### src/rtl/sram16_pkg.sv
package sram16_pkg;

  typedef enum logic [2:0] {
    ST_IDLE,
    ST_TURN,
    ST_RD,
    ST_WR,
    ST_WEND,
    ST_SKIP
  } ctl_st_e;

  // Nanoseconds to whole clock cycles, rounded up, at least one.
  function automatic int ns_to_cyc(input int ns, input int clk_ns);
    int c;
    c = (ns + clk_ns - 1) / clk_ns;
    if (c < 1) c = 1;
    return c;
  endfunction

  function automatic int max2(input int a, input int b);
    return (a > b) ? a : b;
  endfunction

endpackage

### src/rtl/sram16_wait_cnt.sv
module sram16_wait_cnt #(
  parameter int CNT_W = 4
) (
  input  logic             clk,
  input  logic             rst_n,
  input  logic             load,
  input  logic [CNT_W-1:0] load_val,
  output logic             done
);

  logic [CNT_W-1:0] cnt_q;
  logic [CNT_W-1:0] cnt_d;
  logic             cnt_en;

  always_comb begin
    cnt_en = load || (cnt_q != '0);
    cnt_d  = load ? load_val : (cnt_q - CNT_W'(1));
  end

  always_ff @(posedge clk or negedge rst_n) begin
    if (!rst_n)      cnt_q <= '0;
    else if (cnt_en) cnt_q <= cnt_d;
  end

  assign done = (cnt_q == '0);

endmodule

### src/rtl/sram16_pin_drive.sv
module sram16_pin_drive
  import sram16_pkg::*;
#(
  parameter int ADDR_W = 15,
  parameter int DATA_W = 16,
  parameter int LANES  = 2
) (
  input  logic              clk,
  input  logic              rst_n,
  input  logic              acc,
  input  ctl_st_e           nxt_st,
  input  logic [ADDR_W-1:0] addr_d,
  input  logic [DATA_W-1:0] wdata_d,
  input  logic [LANES-1:0]  lane_d,
  output logic [ADDR_W-1:0] mem_addr,
  output logic              mem_ce_n,
  output logic              mem_oe_n,
  output logic              mem_we_n,
  output logic [LANES-1:0]  mem_lane_n,
  output logic [DATA_W-1:0] mem_dq_out,
  output logic              mem_dq_oe
);

  logic             ce_n_d, oe_n_d, we_n_d, dq_oe_d;
  logic [LANES-1:0] lane_n_d;

  // Pin levels decoded from the next state, so every strobe leaves a flop.
  always_comb begin
    ce_n_d   = 1'b1;
    oe_n_d   = 1'b1;
    we_n_d   = 1'b1;
    dq_oe_d  = 1'b0;
    lane_n_d = '1;
    case (nxt_st)
      ST_RD: begin
        ce_n_d   = 1'b0;
        oe_n_d   = 1'b0;
        lane_n_d = ~lane_d;
      end
      ST_WR: begin
        ce_n_d   = 1'b0;
        we_n_d   = 1'b0;
        dq_oe_d  = 1'b1;
        lane_n_d = ~lane_d;
      end
      default: ;
    endcase
  end

  always_ff @(posedge clk or negedge rst_n) begin
    if (!rst_n) begin
      mem_ce_n   <= 1'b1;
      mem_oe_n   <= 1'b1;
      mem_we_n   <= 1'b1;
      mem_dq_oe  <= 1'b0;
      mem_lane_n <= '1;
    end else begin
      mem_ce_n   <= ce_n_d;
      mem_oe_n   <= oe_n_d;
      mem_we_n   <= we_n_d;
      mem_dq_oe  <= dq_oe_d;
      mem_lane_n <= lane_n_d;
    end
  end

  // Address and data change only when a request is taken.
  always_ff @(posedge clk or negedge rst_n) begin
    if (!rst_n) begin
      mem_addr   <= '0;
      mem_dq_out <= '0;
    end else if (acc) begin
      mem_addr   <= addr_d;
      mem_dq_out <= wdata_d;
    end
  end

endmodule

### src/rtl/sram16_rd_capture.sv
module sram16_rd_capture #(
  parameter int DATA_W = 16,
  parameter int LANES  = 2
) (
  input  logic              clk,
  input  logic              rst_n,
  input  logic              cap_en,
  input  logic [LANES-1:0]  lane_en,
  input  logic [DATA_W-1:0] dq_in,
  output logic [DATA_W-1:0] rdata,
  output logic              rvalid
);

  for (genvar g = 0; g < LANES; g++) begin : g_lane
    always_ff @(posedge clk or negedge rst_n) begin
      if (!rst_n)      rdata[g*8 +: 8] <= '0;
      else if (cap_en) rdata[g*8 +: 8] <= lane_en[g] ? dq_in[g*8 +: 8] : 8'h00;
    end
  end

  always_ff @(posedge clk or negedge rst_n) begin
    if (!rst_n) rvalid <= 1'b0;
    else        rvalid <= cap_en;
  end

endmodule

### src/rtl/sram16_ctrl.sv
module sram16_ctrl
  import sram16_pkg::*;
#(
  parameter int ADDR_W   = 15,
  parameter int DATA_W   = 16,
  parameter int CLK_NS   = 10,
  parameter int T_AA_NS  = 10,
  parameter int T_RC_NS  = 10,
  parameter int T_PWE_NS = 7,
  parameter int T_SD_NS  = 5
) (
  input  logic                  clk,
  input  logic                  rst_n,
  input  logic                  h_req,
  output logic                  h_ready,
  input  logic                  h_wr,
  input  logic [ADDR_W-1:0]     h_addr,
  input  logic [DATA_W-1:0]     h_wdata,
  input  logic [DATA_W/8-1:0]   h_be,
  output logic                  h_rvalid,
  output logic [DATA_W-1:0]     h_rdata,
  output logic [ADDR_W-1:0]     mem_addr,
  output logic                  mem_ce_n,
  output logic                  mem_oe_n,
  output logic                  mem_we_n,
  output logic [DATA_W/8-1:0]   mem_lane_n,
  output logic [DATA_W-1:0]     mem_dq_out,
  output logic                  mem_dq_oe,
  input  logic [DATA_W-1:0]     mem_dq_in
);

  localparam int LANES  = DATA_W / 8;
  localparam int RD_CYC = ns_to_cyc(max2(T_AA_NS, T_RC_NS), CLK_NS);
  localparam int WE_CYC = ns_to_cyc(max2(T_PWE_NS, T_SD_NS), CLK_NS);
  localparam int CNT_W  = $clog2(max2(RD_CYC, WE_CYC) + 1);

  // Reset: asserted at once, released through two flops.
  logic [1:0] rst_sync_q;
  logic       rst_i_n;

  always_ff @(posedge clk or negedge rst_n) begin
    if (!rst_n) rst_sync_q <= 2'b00;
    else        rst_sync_q <= {rst_sync_q[0], 1'b1};
  end
  assign rst_i_n = rst_sync_q[1];

  ctl_st_e          st_q, st_d;
  logic             acc;
  logic             wr_q;
  logic [LANES-1:0] be_q;
  logic             dir_vld_q, dir_wr_q;
  logic             need_turn;
  logic             cnt_load, cnt_done;
  logic [CNT_W-1:0] cnt_val;
  logic             cap_en;
  logic [LANES-1:0] lane_nxt;

  assign h_ready   = (st_q == ST_IDLE);
  assign acc       = h_ready && h_req;
  assign need_turn = dir_vld_q && (dir_wr_q != h_wr);

  always_comb begin
    st_d = st_q;
    case (st_q)
      ST_IDLE: begin
        if (h_req) begin
          if (h_be == '0)     st_d = ST_SKIP;
          else if (need_turn) st_d = ST_TURN;
          else                st_d = h_wr ? ST_WR : ST_RD;
        end
      end
      ST_TURN: st_d = wr_q ? ST_WR : ST_RD;
      ST_RD:   if (cnt_done) st_d = ST_IDLE;
      ST_WR:   if (cnt_done) st_d = ST_WEND;
      ST_WEND: st_d = ST_IDLE;
      ST_SKIP: st_d = ST_IDLE;
      default: st_d = ST_IDLE;
    endcase
  end

  always_ff @(posedge clk or negedge rst_i_n) begin
    if (!rst_i_n) st_q <= ST_IDLE;
    else          st_q <= st_d;
  end

  // Request fields and the direction of the last real access.
  always_ff @(posedge clk or negedge rst_i_n) begin
    if (!rst_i_n) begin
      wr_q <= 1'b0;
      be_q <= '0;
    end else if (acc) begin
      wr_q <= h_wr;
      be_q <= h_be;
    end
  end

  always_ff @(posedge clk or negedge rst_i_n) begin
    if (!rst_i_n) begin
      dir_vld_q <= 1'b0;
      dir_wr_q  <= 1'b0;
    end else if (acc && (h_be != '0)) begin
      dir_vld_q <= 1'b1;
      dir_wr_q  <= h_wr;
    end
  end

  assign cnt_load = ((st_d == ST_RD) || (st_d == ST_WR)) && (st_d != st_q);
  assign cnt_val  = (st_d == ST_RD) ? CNT_W'(RD_CYC - 1) : CNT_W'(WE_CYC - 1);
  assign cap_en   = ((st_q == ST_RD) && cnt_done) || ((st_q == ST_SKIP) && !wr_q);
  assign lane_nxt = acc ? h_be : be_q;

  sram16_wait_cnt #(.CNT_W(CNT_W)) u_wait (
    .clk      (clk),
    .rst_n    (rst_i_n),
    .load     (cnt_load),
    .load_val (cnt_val),
    .done     (cnt_done)
  );

  sram16_pin_drive #(.ADDR_W(ADDR_W), .DATA_W(DATA_W), .LANES(LANES)) u_pins (
    .clk        (clk),
    .rst_n      (rst_i_n),
    .acc        (acc),
    .nxt_st     (st_d),
    .addr_d     (h_addr),
    .wdata_d    (h_wdata),
    .lane_d     (lane_nxt),
    .mem_addr   (mem_addr),
    .mem_ce_n   (mem_ce_n),
    .mem_oe_n   (mem_oe_n),
    .mem_we_n   (mem_we_n),
    .mem_lane_n (mem_lane_n),
    .mem_dq_out (mem_dq_out),
    .mem_dq_oe  (mem_dq_oe)
  );

  sram16_rd_capture #(.DATA_W(DATA_W), .LANES(LANES)) u_cap (
    .clk     (clk),
    .rst_n   (rst_i_n),
    .cap_en  (cap_en),
    .lane_en (be_q),
    .dq_in   (mem_dq_in),
    .rdata   (h_rdata),
    .rvalid  (h_rvalid)
  );

endmodule

### config.mk
export PLATFORM = sky130hd
export DESIGN_NAME = sram16_ctrl
export DESIGN_NICKNAME = d
export VERILOG_FILES = /design/src/rtl/sram16_pkg.sv /design/src/rtl/sram16_wait_cnt.sv /design/src/rtl/sram16_pin_drive.sv /design/src/rtl/sram16_rd_capture.sv /design/src/rtl/sram16_ctrl.sv
export SDC_FILE = /design/constraint.sdc
export NUM_CORES = 1
export LEC_CHECK = 0
export ABC_CLOCK_PERIOD_IN_PS = 3600
export BUFFER_PORTS_ARGS = -buffer_cell sky130_fd_sc_hd__buf_2
export CAP_MARGIN = 20
export CORE_UTILIZATION = 50
export DETAILED_ROUTE_END_ITERATION = 6
export HOLD_SLACK_MARGIN = 0.02
export PLACE_DENSITY = 0.9
export SLEW_MARGIN = 5
export SYNTH_ARGS = -nofsm -noshare
export SYNTH_HDL_FRONTEND = slang
export SYNTH_SLANG_ARGS = --single-unit
export TNS_END_PERCENT = 5
### constraint.sdc
create_clock -name clk -period 3.6 [get_ports clk]
set_clock_uncertainty 0.15 [all_clocks]
set_input_delay 0.36 -clock clk [delete_from_list [all_inputs] [get_ports clk]]
set_output_delay 0.36 -clock clk [all_outputs]
set_load 0.05 [all_outputs]
==> results.cfg <==
[cts]
clk_pin_slew_ns = 0.07
ctsRootBufferMaster = clkbuf_8
worstSkewPairLatency_ns = 0.33
cts_resized = 0
cts_hold_buf = 1
cts_setup_buffers = 0
cts_made_buffers = 9
cts_buffer_depth = 2
cts_tree = done
clock-sinks = 65
ctsHtreeMaxLevel = 3

[min_path]
hp-class = in2reg
min_to = u_pins.mem_lane_n[1]
hold_depth = 2
min_from = h_be[1]

[die]
die_h_um = 74.5
pin_count = 108
num_rows = 26
dieArea_sq_um = 5550
coreArea_sq_um = 5070
die_width_um = 74.5
initial_utilization_pct = 51.8

[detailed_routing]
drtAntennaViolNets = 0
drc = 0
avgViaCountPerCell = 4.81
drt_wl_total_um = 4920
route.vias.total = 1820
first_iter_violations = 87
wire_per_inst_um = 13.0
dr.pass1.iters = 4

[global_route]
track_usage_pct = 18.5
antenna_found_initial = 0
overflow = 0
grt_first_pass_wirelength_um = 7470
grt_max_degree = 38
grt_pass1_vias = 1696

[yosys]
syn_nets = 243
synth_area_leaders = dfrtp_1, mux2_2, mux2i_1
synth_area_leader_cell = dfrtp_1
synth_async_sr_flop_share_pct = 100
syn-mean-instance-area_sq_um = 13.8
syn_inst = 190
yosysTopAreaCellShare_pct = 57.1
ys_top_cells_by_count = dfrtp_1, mux2_2, nand2_1
yosysMostFrequentCell = dfrtp_1
syn_area_sq_um = 2630
ys_seq_area_share_pct = 62.1
synth_seq_cells = 65
yosys_warnings = 0
ys.flop_type = dfrtp_1
synth_edf_count = 0
ys_types = 32

[layout]
n_fill_cell = 416
fin_nets = 356
synthToLayoutAreaGrowth_pct = 29.5
drive_above_1_share_pct = 56.8
antenna_cells = 0
fin_cells = 378
stdcell_area_sq_um = 3400

[sta]
worst_pin_slew_ns = 0.760
period_share_pct = 57.1
rsz0062_at_grt = false
fin_tns_setup_ns = 0
setup_violations = 0
min_period_ns = 2.06
relSlewSlack_pct = 49.3
maxSlewViolCount = 0
max_freq_mhz = 486
hold_viol_final = 0

[place]
placed_area_sq_um = 3200
hpwl_um = 3450
port_buffers = 107
gp_congestion = 0.793
place_inst = 361

[critical_path]
r2r_start = st_q[2]
crit_fanout = 37
worstRegToRegCells = 4
rr_endpoint = dir_wr_q
worstSetupPathType = reg2reg
endpoint_kind = flop
path_cells = nor4b_4, buf_4, and2b_2, mux2_2
cp_slowest_stage_delay_ns = 0.48
worstPathRequired_ns = 3.67
start_kind = flop
ff2ff_setup_slack_ns = 1.54
cp_data_arrival_time_ns = 2.13
cp_slowest_cell = dfrtp_1

[job]
maxCapViolations = 0

[run_status]
status = complete, no violations
[worst max path at each step]
stage / start / endpoint / slack, ns / cells past startpoint
floorplan: rst_sync_q[1] / be_q[0] / 1.51 / 0
global placement: st_q[1] / u_cap.rdata[11] / 1.52 / 3
detailed placement: st_q[2] / dir_wr_q / 1.54 / 4
CTS: st_q[2] / dir_wr_q / 1.54 / 4
global route: st_q[2] / dir_wr_q / 1.44 / 4
finish: st_q[2] / dir_wr_q / 1.54 / 4
[flip-flops by register name (all words and copies together), names as in the netlist]
signal             count
be_q                   2
u_wait.cnt_q           1
u_pins.mem_we_n        1
u_pins.mem_lane_n      2
u_pins.mem_dq_out     16
u_pins.mem_oe_n        1
wr_q                   1
u_cap.rvalid           1
u_pins.mem_ce_n        1
st_q                   3
u_cap.rdata           16
dir_vld_q              1
u_pins.mem_addr       15
u_pins.mem_dq_oe       1
dir_wr_q               1
rst_sync_q             2
[kinds of logic (layout without fill, tap and decap cells)]
group / Yosys count / count (layout) / synth area share [%]
DFF: 65 / 65 / 62.1
AOI/OAI and AO/OA: 13 / 13 / 3.91
buffers and inverters: 26 / 144 / 5.33
other: 2 / 2 / 0.286
xor gates and xnor gates: 1 / 1 / 0.333
and+or+nand+nor: 30 / 30 / 6.10
muxes: 53 / 53 / 21.9
[placed cells by master, fill, tap and decap left out]
cell type,count
buf_2,107
clkinvlp_4,1
nor4b_4,1
nor3b_1,1
and2b_2,1
a21boi_0,1
dfstp_2,5
a21o_1,1
o21ai_2,1
dlygate4sd3_1,1
o2bb2ai_1,1
nand2_1,18
a21oi_1,1
nor3_1,1
nor2_1,4
buf_4,2
a21o_2,1
a211oi_1,1
buf_6,1
xor2_1,1
a22oi_1,3
dfrtp_2,1
o211ai_1,1
mux2_2,36
a21oi_2,1
nor2b_1,1
o2bb2a_1,1
mux2i_1,17
or2_2,1
clkinv_4,1
conb_1,2
dfrtp_1,59
nand3b_1,1
clkbuf_8,12
clkinv_2,2
inv_1,17
and4bb_2,1
[through the flow]
stage	util, %	hold slack (ns)	setup slack [ns]
5_1_grt	67.1	0.0400	1.44
3_5_place_dp	63.1	-0.00285	1.54
2_1_floorplan	-	-0.0856	1.51
6_report	67.1	0.0495	1.54
3_3_place_gp	62.9	-0.00468	1.52
4_1_cts	67.1	0.0347	1.54
[layout make-up]
class / instances / area [sq um] / share of cell area, %
tap: 70 / 87.6 / 2.57
inverter: 17 / 63.8 / 1.88
clock buffer: 12 / 165 / 4.85
timing repair buffer: 111 / 572 / 16.8
multi-input combinational: 99 / 855 / 25.1
sequential: 65 / 1630 / 48.0
clock inverter: 4 / 26.3 / 0.772
[routing by layer]
layer  up-vias  track usage [%]  wire, um  share of wire (%)
met4         0             7.55        68                1.4
met2        67             29.1      2380                 48
met1       884             23.2      2180                 44
met5         -                0         0                  0
met3         8             6.78       296                6.0
li1        861                -         -                  -
[critical path: cells and delay by family, from the launching register on]
family,cells,cell delay [ns]
AND/OR/NAND/NOR,2,0.56
buffers and inverters,1,0.43
multiplexers,1,0.33
flip-flops,1,0.48
Power is not shown: default switching activity piles up to over one toggle a cycle in this logic, so the estimate is an artifact.
